`src/rtl/dds_bpsk_pkg.sv`:
```
package dds_bpsk_pkg;

  // Default geometry of the lookup and the sample
  localparam int DEF_ADDR_W   = 10;
  localparam int DEF_SAMPLE_W = 12;

  // Strobes from control to datapath
  typedef struct packed {
    logic offsetOn;   // add a half-turn to the phase before lookup
    logic stepZero;   // stored step is zero: accumulator may stay idle
  } dds_ctl_t;

endpackage

```
`src/rtl/dds_quarter_rom.sv`:
```
module dds_quarter_rom #(
  parameter int QTR_W = 8,
  parameter int MAG_W = 11
) (
  input  logic [QTR_W:0]   idx,
  output logic [MAG_W-1:0] mag
);

  localparam int  QTR_SIZE = 1 << QTR_W;
  localparam int  FULL_MAG = (1 << MAG_W) - 1;
  localparam real PI_C     = 3.14159265358979323846;

  logic [MAG_W-1:0] tab [QTR_SIZE];

  // One quarter of a sine, entries 0 .. QTR_SIZE-1, built at elaboration
  for (genvar i = 0; i < QTR_SIZE; i++) begin : g_tab
    localparam real ANG = 2.0 * PI_C * i / (4.0 * QTR_SIZE);
    localparam int  VAL = int'(FULL_MAG * $sin(ANG));
    assign tab[i] = VAL[MAG_W-1:0];
  end

  // The index QTR_SIZE (peak) is the only value with its top bit set
  always_comb begin
    if (idx[QTR_W]) mag = FULL_MAG[MAG_W-1:0];
    else            mag = tab[idx[QTR_W-1:0]];
  end

endmodule

```
`src/rtl/dds_bpsk_ctrl.sv`:
```
module dds_bpsk_ctrl
  import dds_bpsk_pkg::*;
#(
  parameter int ACC_W = 20
) (
  input  logic             clk,
  input  logic             rst_n,
  input  logic [ACC_W-1:0] freqWord,
  input  logic             freqLoad,
  input  logic             dataBit,
  input  logic             dataLoad,
  output logic [ACC_W-1:0] stepWord,
  output dds_ctl_t         ctl
);

  logic symReg;
  logic stepZeroReg;

  always_ff @(posedge clk or negedge rst_n) begin
    if (!rst_n) begin
      stepWord    <= '0;
      stepZeroReg <= 1'b1;
    end else if (freqLoad) begin
      stepWord    <= freqWord;
      stepZeroReg <= (freqWord == '0);
    end
  end

  always_ff @(posedge clk or negedge rst_n) begin
    if (!rst_n)        symReg <= 1'b0;
    else if (dataLoad) symReg <= dataBit;
  end

  always_comb begin
    ctl.offsetOn = symReg;
    ctl.stepZero = stepZeroReg;
  end

  // Step held unless its strobe was seen
  assert_step_hold_R3: assert property (@(posedge clk) disable iff (!rst_n)
    !$past(freqLoad) |-> $stable(stepWord));

  // Keying bit held unless its strobe was seen
  assert_sym_hold_R4: assert property (@(posedge clk) disable iff (!rst_n)
    !$past(dataLoad) |-> $stable(symReg));

endmodule

```
`src/rtl/dds_phase_path.sv`:
```
module dds_phase_path
  import dds_bpsk_pkg::*;
#(
  parameter int ACC_W    = 20,
  parameter int ADDR_W   = DEF_ADDR_W,
  parameter int SAMPLE_W = DEF_SAMPLE_W
) (
  input  logic                       clk,
  input  logic                       rst_n,
  input  logic [ACC_W-1:0]           stepWord,
  input  dds_ctl_t                   ctl,
  output logic signed [SAMPLE_W-1:0] sampleOut
);

  localparam int QTR_W = ADDR_W - 2;
  localparam int MAG_W = SAMPLE_W - 1;
  localparam logic [ACC_W-1:0] HALF_TURN = {1'b1, {(ACC_W-1){1'b0}}};
  localparam logic [QTR_W:0]   QTR_SIZE  = {1'b1, {QTR_W{1'b0}}};
  localparam logic signed [SAMPLE_W-1:0] MOST_NEG = {1'b1, {(SAMPLE_W-1){1'b0}}};

  logic [ACC_W-1:0]  phaseAcc;
  logic [ACC_W-1:0]  sumPhase;
  logic [ADDR_W-1:0] lutAddr;
  logic [QTR_W-1:0]  lowIdx;
  logic [QTR_W:0]    mirIdx;
  logic [MAG_W-1:0]  romMag;
  logic [MAG_W-1:0]  magQ;
  logic              negQ;

  // Phase accumulator, idle while the stored step is zero
  always_ff @(posedge clk or negedge rst_n) begin
    if (!rst_n)             phaseAcc <= '0;
    else if (!ctl.stepZero) phaseAcc <= phaseAcc + stepWord;
  end

  // Keying offset, then quadrant split of the table address
  always_comb begin
    sumPhase = phaseAcc + (ctl.offsetOn ? HALF_TURN : '0);
    lutAddr  = sumPhase[ACC_W-1 -: ADDR_W];
    lowIdx   = lutAddr[QTR_W-1:0];
    if (lutAddr[QTR_W]) mirIdx = QTR_SIZE - {1'b0, lowIdx};
    else                mirIdx = {1'b0, lowIdx};
  end

  dds_quarter_rom #(
    .QTR_W(QTR_W),
    .MAG_W(MAG_W)
  ) u_rom (
    .idx(mirIdx),
    .mag(romMag)
  );

  // Stage 1: magnitude and sign
  always_ff @(posedge clk or negedge rst_n) begin
    if (!rst_n) begin
      magQ <= '0;
      negQ <= 1'b0;
    end else begin
      magQ <= romMag;
      negQ <= lutAddr[ADDR_W-1];
    end
  end

  // Stage 2: signed sample
  always_ff @(posedge clk or negedge rst_n) begin
    if (!rst_n)    sampleOut <= '0;
    else if (negQ) sampleOut <= -$signed({1'b0, magQ});
    else           sampleOut <= $signed({1'b0, magQ});
  end

  // Idle flag from control agrees with the step it accompanies
  assert_idle_flag_R7: assert property (@(posedge clk) disable iff (!rst_n)
    ctl.stepZero |-> (stepWord == '0));

  // Zero step leaves the phase where it was
  assert_phase_frozen_R7: assert property (@(posedge clk) disable iff (!rst_n)
    ctl.stepZero |=> $stable(phaseAcc));

  // Output sign follows the latched quadrant
  assert_sign_follow_R2: assert property (@(posedge clk) disable iff (!rst_n)
    $past(negQ) |-> (sampleOut <= 0));
  assert_pos_follow_R2: assert property (@(posedge clk) disable iff (!rst_n)
    !$past(negQ) |-> (sampleOut >= 0));

  // Most negative code never produced
  assert_no_overflow_R11: assert property (@(posedge clk) disable iff (!rst_n)
    sampleOut != MOST_NEG);

endmodule

```
`src/rtl/dds_bpsk_gen.sv`:
```
module dds_bpsk_gen
  import dds_bpsk_pkg::*;
#(
  parameter int ACC_W    = 20,
  parameter int ADDR_W   = DEF_ADDR_W,
  parameter int SAMPLE_W = DEF_SAMPLE_W
) (
  input  logic                       clk,
  input  logic                       rst_n,
  input  logic [ACC_W-1:0]           freqWord,
  input  logic                       freqLoad,
  input  logic                       dataBit,
  input  logic                       dataLoad,
  output logic signed [SAMPLE_W-1:0] sineOut
);

  logic [ACC_W-1:0] stepWord;
  dds_ctl_t         ctl;

  dds_bpsk_ctrl #(
    .ACC_W(ACC_W)
  ) u_ctrl (
    .clk     (clk),
    .rst_n   (rst_n),
    .freqWord(freqWord),
    .freqLoad(freqLoad),
    .dataBit (dataBit),
    .dataLoad(dataLoad),
    .stepWord(stepWord),
    .ctl     (ctl)
  );

  dds_phase_path #(
    .ACC_W   (ACC_W),
    .ADDR_W  (ADDR_W),
    .SAMPLE_W(SAMPLE_W)
  ) u_path (
    .clk      (clk),
    .rst_n    (rst_n),
    .stepWord (stepWord),
    .ctl      (ctl),
    .sampleOut(sineOut)
  );

endmodule

```
`config.mk`:
```
export PLATFORM = sky130hd
export DESIGN_NAME = dds_bpsk_gen
export DESIGN_NICKNAME = d
export VERILOG_FILES = /design/src/rtl/dds_bpsk_pkg.sv /design/src/rtl/dds_quarter_rom.sv /design/src/rtl/dds_bpsk_ctrl.sv /design/src/rtl/dds_phase_path.sv /design/src/rtl/dds_bpsk_gen.sv
export SDC_FILE = /design/constraint.sdc
export NUM_CORES = 1
export LEC_CHECK = 0
export BUFFER_PORTS_ARGS = -buffer_cell sky130_fd_sc_hd__buf_2
export CORE_ASPECT_RATIO = 1.4
export CORE_MARGIN = 2
export CORE_UTILIZATION = 25
export CTS_BUF_LIST = sky130_fd_sc_hd__clkbuf_16
export DETAILED_ROUTE_END_ITERATION = 8
export PLACE_DENSITY = 0.48
export SLEW_MARGIN = 20
export SYNTH_ARGS = -nofsm -noshare
export SYNTH_HDL_FRONTEND = slang
export SYNTH_SLANG_ARGS = --single-unit
```
`constraint.sdc`:
```
create_clock -name clk -period 10.2 [get_ports clk]
set_input_delay 0.51 -clock clk [delete_from_list [all_inputs] [get_ports clk]]
set_output_delay 0.51 -clock clk [all_outputs]
set_load 0.05 [all_outputs]
```
==> results.md, run 1 <==
Setup path:
- By startpoint and endpoint, the worst setup path is classified as flop to flop.
- The origin of the critical flop-to-flop path is u_path.phaseAcc[10]$_DFFE_PN0N_.
- The worst setup path is launched from a flop.
- The data required time at the worst endpoint is 10430 ps.
- The sort of element at the end of the critical path is a flop.
- The worst reg2reg path depth is 12.
- The launching element of the worst setup path is u_path.phaseAcc[10]$_DFFE_PN0N_.
- The maximum fanout along the worst path is 59.
- STA puts the critical path data arrival time at 5240 ps.
- The worst reg2reg path endpoint is u_path.magQ[1]$_DFF_PN0_.
- The slack of the worst reg-to-reg path is 5190 ps.

Floorplan:
- The I/O pin total is 37.
- In this run the standard cell core region covers 0.0268 sq mm.
- The floorplan step defined a die boundary enclosing 0.0286 sq mm.
- The floorplan has 71 rows.
- The starting density of the core is 0.254.
- The die span in x is 143 um.
- The vertical die dimension is 199 um.

Route:
- The first TritonRoute pass finished after 5 iterations.
- The total wirelength of the detailed-routed design is 24500 um.
- The average vias per placed instance is 5.70.
- The routed length per placed instance is 20.3 um.
- The count of unresolved DRC violations after routing is 0.
- The count of antenna-violating nets left after detailed routing is 0.
- The violation count after the first detailed-routing iteration is 621.
- Across all layers, the routed design uses 6900 vias.

CTS:
- The maximum buffer depth of the clock tree is 2.
- The CTS sink count is 66.
- The cell chosen for the clock root is clkbuf_16.
- The later pin in the worst-skew pair is clocked with a latency of 350 ps.
- The CTS clock-pin slew for the worst setup and hold paths is 70 ps.
- The clock tree synthesis step divided the H-tree into 3 levels.
- The number of buffers created by CTS is 9.
- The TritonCTS clock tree is built.
- The number of gates resized after cts is 0.
- In this run the post-CTS setup repair buffer count came out at 0.
- The total of hold buffers inserted after clock tree synthesis is 0.

GRT:
- The all-layer global routing usage is 0.172.
- The largest net degree at the start of global routing is 68.
- The total overflow left after global routing is 0.
- The met1 layer usage reported by global route is 0.202.
- The first global-routing pass estimated 38000 um of wire.
- The initial antenna violation count was 0.
- The met3 layer usage reported by global route is 0.0312.
- The met2 layer usage reported by global route is 0.288.
- In this run the most used layer during global routing was met2.
- The number of global-route vias before repair is 6574.

Yosys:
- The average instance area after synthesis is 7.98 sq um.
- Of the post-synthesis cell area, the dominant cell type holds 0.239.
- Counting flops with a built-in enable in the synthesized netlist gives 0.
- Counting distinct cell types in the post-synthesis netlist gives 84.
- The number of nets handed over by synthesis was 915.
- The library cell occupying the most area in the post-synthesis netlist is dfrtp_1.
- The async set or reset register ratio after synthesis is 1.00.
- By area the synthesized netlist is led by dfrtp_1, ha_1, o21ai_0.
- Yosys printed 0 warnings.
- Of the synthesized area, sequential elements account for 0.243.
- The synthesized cell area is 0.00681 sq mm.
- Counting flops and latches in the post-synthesis netlist gives 66.
- The main flop type after synthesis is dfrtp_1.
- The synthesized netlist cell count is 853.

Timing:
- Setup repair after global routing left no endpoint under its margin.
- The worst setup margin is 5190 ps.
- The slew at the pin closest to its max-slew limit is 999 ps.
- The setup-violating endpoint count in the final report is 0.
- Dividing the final minimum period by the clock period gives 0.491.
- For this run, the top clock speed supported by timing is 0.200 GHz.
- The shortest period the worst path allows is 5010 ps.
- Measured against its own limit, the worst slew margin works out to 0.327.
- The worst clock skew on the final layout is 10.1 ps.
- In the final timing run, aggregate negative setup slack is 0 ps.
- The final-report max-slew violation count is 0.
- The final count of hold timing violations was 0.

Placed design:
- The post-place setup slack is 5300 ps.
- The number of port buffers is 36.
- At the end of routability-driven placement, the weighted congestion stood at 0.962.
- After legalization and detailed placement, the total HPWL measured 16700 um.

Layout:
- The number of nets at the end of the flow is 902.
- Fill cells in the final layout number 2953.
- In the final layout, the share of cells above drive strength 1 is 0.137.
- In the final layout, the multi-input gates occupy 0.00476 sq mm.
- In the final layout, flip-flops and latches occupy 0.00165 sq mm.
- The repair_antennas step left the layout with diodes totalling 0.
- The area growth from synthesis to layout is 11.2%.

Status:
- The run finished with clean final reports.

Hold path:
- The kind of path behind the tightest hold check is primary input to async pin.

Run:
- Max-cap violations in this run came to 0.
## critical path, stage by stage, from the launching register on
cell and delay [ps]:
dfrtp_1 350, clkinv_1 330, ha_1 480, nor2b_1 640
xor2_4 170, buf_4 550, inv_1 470, buf_4 390
nand2_1 170, a32oi_1 130, mux4_2 490, and3_1 190
or4_1 490
## Yosys cell counts (all sizes together) (10+ instances only)
cell and number:
a221oi 12, nand2b 10, mux2 24, a21oi 43, ha 36, nand3 15, o21ai 75, clkbuf 34
inv 25, o31ai 10, nor2 62, buf 42, xnor2 20, o211ai 15, nor3 30, dfrtp 65
nand2 88, xor2 13, a211oi 21, mux2i 12
## registers in the layout, summed over array words and instances (netlist names)
signal / flops
u_ctrl.stepWord: 20
u_ctrl.stepZeroReg: 1
u_ctrl.symReg: 1
u_path.magQ: 11
u_path.negQ: 1
u_path.phaseAcc: 20
u_path.sampleOut: 12
## worst max-delay path by stage
stage | end | cells after the start
6_report | u_path.magQ[1]$_DFF_PN0_ | 12
5_1_grt | u_path.magQ[1]$_DFF_PN0_ | 12
4_1_cts | u_path.magQ[1]$_DFF_PN0_ | 12
3_5_place_dp | u_path.magQ[1]$_DFF_PN0_ | 12
3_3_place_gp | u_path.magQ[1]$_DFF_PN0_ | 12
2_1_floorplan | u_path.magQ[1]$_DFF_PN0_ | 10
## layout by cell type (no fill, tap or decap), types with 11 or more instances in the layout
master	instances
nand2_1	88
o21ai_0	73
dfrtp_1	65
nor2_1	62
a21oi_1	43
ha_1	36
buf_2	35
nor3_1	30
inv_1	25
mux2_2	24
a211oi_1	20
xnor2_1	17
buf_4	17
nand3_1	15
o211ai_1	15
mux2i_1	12
a221oi_1	12
xor2_1	11
## cells by family (layout without fill, tap and decap cells)
kind of cell / Yosys count / count (layout) / synth area share
mux: 41 / 41 / 0.0739
buf+inv: 104 / 96 / 0.0651
fa+ha+maj: 37 / 37 / 0.0691
flops: 66 / 66 / 0.243
compound gates: 306 / 306 / 0.317
xor+xnor: 33 / 33 / 0.0436
simple gates: 266 / 266 / 0.188
## per-layer routing
metal  wire [um]  up-vias
met1        9610     3318
met5           0        -
met4        1550        0
li1            -     3219
met3        1420       74
met2       11900      289
## final cells by class
type / instances / share of cell area
clock buffers: 9 / 0.0297
clock inverters: 7 / 0.00892
inverters: 28 / 0.0139
multi-input cells: 683 / 0.629
flip-flops and latches: 66 / 0.218
well taps: 365 / 0.0603
repair buffers: 52 / 0.0400
## per-stage QoR
step	hold slack, ps	cell area [sq um]	util	cells
final	267	7570	0.282	1210
after global routing	363	7570	0.282	1210
after CTS	320	7570	0.282	1210
after detailed placement	407	7280	0.271	1194
after global placement	402	7280	0.271	1194
after floorplan	214	6810	-	853
Power of run 1 is not shown: default switching activity piles up to over one toggle a cycle in this logic, so the estimate is an artifact.
==> run 2: changes to the inputs <==
Settings changed: PLACE_DENSITY 0.48 to 0.5.
Clock period 10.2 ns to 4.4 ns, I/O delays scaled along.
==> results.md, run 2 (synthesis results as in run 1) <==
Status:
- The run finished with clean final reports.

GRT:
- The number of global-route vias before repair is 6868 (+4.5%).
- The first-pass GRT wire length is 39200 um (+3.2%).
- The total congestion overflow after global routing was 0 (unchanged).
- The largest net degree at the start of global routing was 67 (-1.5%).
- The all-layer global routing usage is 0.178 (+0.00595).
- The initial antenna violation count is 0 (unchanged).

CTS:
- The H-tree depth is 3 (unchanged).
- TritonCTS built the clock tree.
- The number of buffers created by CTS is 9 (unchanged).
- The number of gates resized after cts is 0 (unchanged).
- The clock latency at the later pin of the worst-skew pair is 350 ps (about the same).
- The maximum buffer depth of the clock tree is 2 (unchanged).
- The total of hold buffers inserted after clock tree synthesis was 0 (unchanged).
- The total setup buffers inserted after CTS came to 0 (unchanged).
- The cell chosen for the clock root is clkbuf_16.
- The CTS sink count was 66 (unchanged).
- The CTS clock-pin slew for the worst setup and hold paths is 60 ps (about the same).

Layout:
- The largest registers in the layout are u_ctrl.stepWord x20, u_path.phaseAcc x20, u_path.sampleOut x12.
- The antenna diode count came to 0 (unchanged).
- The area added between synthesis and finish is 13.8%.
- The share of layout cells above drive strength 1 is 0.159 (+0.0219).
- The number of nets at the end of the flow came to 924 (+2.4%).
- Leaving out fill and tap cells, the most frequent cell in the layout is nand2_1.
- The top cell types in the final layout, fill and taps aside, are nand2_1, o21ai_0, dfrtp_1, nor2_1, a21oi_1.
- The non-filler instance count after layout is 1232 (+1.8%).

Timing:
- The final-report max-slew violation count is 0 (unchanged).
- Setup repair after global routing left no endpoint under its margin.
- The setup-violating endpoint count in the final report is 0 (unchanged).
- The final-layout setup total negative slack came to 0 ps (unchanged).
- The shortest period the worst path allows is 3840 ps (-1170 ps).
- The highest clock rate came to 0.260 GHz (+30%).
- The final count of hold timing violations is 0 (unchanged).
- The final cycle utilization of the critical path came to 0.873 (+0.382).
- The worst clock skew on the final layout is 7.42 ps (-2.71 ps).
- The slew at the pin closest to its max-slew limit is 1030 ps (+27.3 ps).
- The headroom to the max-slew limit is 0.308 (-0.0184).

Setup path:
- The critical path launch point type is a flop.
- The worst setup path is captured at a flop.
- The critical path class is flop to flop.
- The data required time at the worst endpoint was 4620 ps (-5810 ps).
- The data arrival time of the worst path is 4060 ps (-1180 ps).
- The maximum fanout along the worst path is 19 (-68%).

Route:
- The number of vias after detailed routing is 7150 (+3.6%).
- The routed length per placed instance was 20.4 um (+0.70%).
- The violation count after the first detailed-routing iteration came to 878 (+41%).
- The count of antenna-violating nets left after detailed routing is 0 (unchanged).
- The total wirelength of the detailed-routed design was 25100 um (+2.5%).
- The count of TritonRoute iterations in the first routing pass came to 7 (+2).
- The average vias per placed instance is 5.80 (+1.8%).
- The count of unresolved DRC violations after routing is 0 (unchanged).

Run:
- The max capacitance violation total is 0 (unchanged).

Floorplan:
- The site row count is 71 (unchanged).
- The full die area was 0.0286 sq mm (unchanged).
- The starting density of the core is 0.254 (unchanged).
- The core box area is 0.0268 sq mm (unchanged).
- The die span in x is 143 um (unchanged).
- The I/O pin total came to 37 (unchanged).
- The vertical die dimension is 199 um (unchanged).

Placed design:
- The final HPWL from detailed placement is 17600 um (+5.2%).
- The number of port buffers is 36 (unchanged).
- The routability congestion estimate is 0.946 (-1.7%).
- The number of cells after detailed placement came to 1216 (+1.8%).

Hold path:
- The path class of the tightest hold or removal check is primary input to async pin.
run 2: per-stage QoR:
step | hold slack (ps) | setup WS, ps | util | instance area [sq um]
3_3_place_gp | 427 | 687 | 0.278 | 7460
4_1_cts | 49.2 | 604 | 0.289 | 7750
3_5_place_dp | 423 | 624 | 0.278 | 7460
2_1_floorplan | -75.6 | 635 | - | 6810
6_report | 9.14 | 557 | 0.289 | 7750
5_1_grt | 94.4 | 388 | 0.289 | 7750
run 2: worst paths after layout:
check,start,cells after the start,slack [ps],to
worst max register to register,u_path.phaseAcc[11]$_DFFE_PN0N_,10,560,u_path.magQ[1]$_DFF_PN0_
worst max-delay path,u_path.phaseAcc[11]$_DFFE_PN0N_,10,560,u_path.magQ[1]$_DFF_PN0_
min in group clk,dataBit,2,100,u_ctrl.symReg$_DFFE_PN0P_
worst min-delay path,rst_n,1,9,u_ctrl.stepWord[6]$_DFFE_PN0P_
max in group asynchronous,rst_n,1,3770,u_path.sampleOut[7]$_DFF_PN0_
worst min register to register,u_ctrl.symReg$_DFFE_PN0P_,1,460,u_path.negQ$_DFF_PN0_
run 2: per-layer routing:
metal  track usage  wire, um  up-vias  share of wire
met5             0         0        -              0
li1              -         -     3249              -
met1         0.213      9540     3409           0.38
met2         0.290     12000      393           0.48
met3        0.0309      1860       99          0.074
met4         0.117      1770        0          0.070
run 2: worst max-delay path, stage by stage (launching register included):
cell and delay [ps]:
dfrtp_1 490, inv_1 110, ha_1 390, mux2_2 430
ha_1 330, buf_4 230, a221oi_1 430, a22oi_1 140
mux4_2 490, and3_1 190, or4_1 490
run 2: layout make-up:
cell class / instances / area (sq um)
multi-input combinational: 683 / 4760
inverter: 28 / 105
timing repair buffer: 74 / 480
sequential: 66 / 1650
clock buffer: 9 / 225
clock inverter: 7 / 67.6
fill: 2948 / 19100
tap: 365 / 457
Power of run 2 is left out for the same reason.
==> run 3: changes to the inputs <==
Settings changed: CELL_PAD_IN_SITES_DETAIL_PLACEMENT from default to 1, CELL_PAD_IN_SITES_GLOBAL_PLACEMENT from default to 1, PLACE_DENSITY 0.5 to 0.59.
==> results.md, run 3 (synthesis results as in run 1) <==
Status:
- The run finished, with violations left.
- The final reports fail on hold timing.

Timing:
- The slew at the pin closest to its max-slew limit came to 1040 ps (+16.0 ps).
- The final-report max-slew violation count came to 0 (unchanged).
- The final cycle utilization of the critical path is 0.928 (+0.0545).
- The setup-violating endpoint count in the final report is 0 (unchanged).
- The worst hold margin came to -14.6 ps (-23.8 ps).
- The worst clock skew on the final layout is 10.3 ps (+2.93 ps).
- Setup repair after global routing left no endpoint under its margin.
- The final-layout setup total negative slack is 0 ps (unchanged).
- The shortest period the worst path allows came to 4080 ps (+240 ps).
- The highest clock rate is 0.245 GHz (-5.9%).
- The final count of hold timing violations is 13 (+13).
- The headroom to the max-slew limit is 0.298 (-0.0108).

Placed design:
- The final HPWL from detailed placement is 19900 um (+13%).
- The number of port buffers is 36 (unchanged).
- The routability congestion estimate is 0.949 (+0.34%).

Setup path:
- The data arrival time of the worst path is 4220 ps (+160 ps).
- The worst setup path is launched from a flop.
- The critical path is of the flop to flop type.
- The maximum fanout along the worst path is 19 (unchanged).
- The data required time at the worst endpoint came to 4540 ps (-80 ps).
- The sort of element at the end of the critical path is a flop.

Route:
- The count of unresolved DRC violations after routing is 0 (unchanged).
- The count of antenna-violating nets left after detailed routing is 0 (unchanged).
- The count of TritonRoute iterations in the first routing pass is 5 (-2).
- The violation count after the first detailed-routing iteration is 385 (-56%).
- The average vias per placed instance is 5.77 (-0.53%).
- The routed length per placed instance is 21.8 um (+7.1%).
- The total wirelength of the detailed-routed design is 26900 um (+7.2%).
- The number of vias after detailed routing is 7118 (-0.45%).

CTS:
- The CTS sink count came to 66 (unchanged).
- The CTS clock-pin slew for the worst setup and hold paths is 60 ps (about the same).
- The total of hold buffers inserted after clock tree synthesis is 0 (unchanged).
- The number of gates resized after cts came to 0 (unchanged).
- The clock latency at the later pin of the worst-skew pair is 340 ps (about the same).
- The TritonCTS clock tree is built.
- The maximum buffer depth of the clock tree is 2 (unchanged).
- The H-tree depth is 3 (unchanged).
- The total setup buffers inserted after CTS was 0 (unchanged).
- The number of buffers created by CTS is 9 (unchanged).
- The cell chosen for the clock root is clkbuf_16.

Layout:
- In the layout the commonest cells are nand2_1, o21ai_0, dfrtp_1, nor2_1, a21oi_1.
- The largest registers in the layout are u_ctrl.stepWord x20, u_path.phaseAcc x20, u_path.sampleOut x12.
- The number of filler cells placed in the layout is 3260 (+11%).
- The area added between synthesis and finish is 14.1%.
- The library cell used most frequently in the layout, excluding fill and tap cells, is nand2_1.
- The number of nets at the end of the flow was 925 (+0.11%).
- The antenna diode count came to 0 (unchanged).
- The share of layout cells above drive strength 1 is 0.161 (+0.00212).

Floorplan:
- The die span in x is 143 um (unchanged).
- The starting density of the core is 0.254 (unchanged).
- The core box area is 0.0268 sq mm (unchanged).
- The I/O pin total was 37 (unchanged).
- The full die area came to 0.0286 sq mm (unchanged).
- The site row count is 71 (unchanged).
- The vertical die dimension was 199 um (unchanged).

Run:
- The max capacitance violation total is 0 (unchanged).

GRT:
- The first-pass GRT wire length came to 42400 um (+8.3%).
- The total congestion overflow after global routing came to 0 (unchanged).
- The largest net degree at the start of global routing was 67 (unchanged).
- The all-layer global routing usage came to 0.192 (+0.0146).
- The number of global-route vias before repair is 7325 (+6.7%).
- The initial antenna violation count was 0 (unchanged).

Hold path:
- The kind of path behind the tightest hold check is primary input to async pin.
run 3: changes by cell type in the layout (fill, tap and decap cells not counted):
| cell | before | now |
|---|---|---|
| buf_4 | 38 | 39 |
| inv_6 | 1 | 2 |
| clkinv_1 | 5 | 4 |
| clkinvlp_4 | 1 | 0 |
| inv_8 | 0 | 1 |
run 3: layout make-up:
type	count	area, sq um	share of cell area
Clock inverter	7	76.3	0.00983
Sequential cell	66	1650	0.213
Multi-Input combinational cell	683	4760	0.613
Tap cell	365	457	0.0588
Clock buffer	9	225	0.0290
Inverter	28	105	0.0135
Timing Repair Buffer	75	488	0.0628
run 3: critical path, cell delays in order, from the launching register on:
cell,delay [ps]
dfrtp_1,480
inv_1,110
ha_1,390
mux2_2,440
ha_1,350
buf_4,220
a2111oi_1,350
buf_4,210
a21oi_1,60
a211oi_1,300
nor3_1,120
o41ai_1,840
run 3: worst paths after layout:
kind                                                      start                              to  slack [ps]  cells past startpoint
max in group asynchronous                                 rst_n        u_path.magQ[7]$_DFF_PN0_        3800                      1
worst max register to register  u_path.phaseAcc[11]$_DFFE_PN0N_        u_path.magQ[4]$_DFF_PN0_         320                     11
worst min-delay path                                      rst_n  u_path.phaseAcc[5]$_DFFE_PN0N_         -10                      1
min in group clk                                        dataBit       u_ctrl.symReg$_DFFE_PN0P_         110                      2
worst min register to register         u_path.magQ[0]$_DFF_PN0_   u_path.sampleOut[0]$_DFF_PN0_         440                      0
worst max-delay path            u_path.phaseAcc[11]$_DFFE_PN0N_        u_path.magQ[4]$_DFF_PN0_         320                     11
run 3: stage by stage:
step | util | worst slack, ps | cells | hold WS, ps | area, sq um
final | 0.289 | 317 | 1233 | -14.6 | 7770
after global routing | 0.289 | 91.6 | 1233 | 68.3 | 7770
after CTS | 0.289 | 346 | 1233 | 31.7 | 7770
after detailed placement | 0.278 | 382 | 1217 | 412 | 7460
after global placement | 0.278 | 358 | 1217 | 407 | 7460
after floorplan | - | 635 | 853 | -75.6 | 6810
run 3: routing by layer:
layer / part of all wire / up-vias / GRT usage
li1: - / 3257 / -
met1: 0.41 / 3569 / 0.225
met2: 0.49 / 207 / 0.326
met3: 0.036 / 85 / 0.0264
met4: 0.073 / 0 / 0.126
met5: 0 / - / 0
Power of run 3 is left out for the same reason.
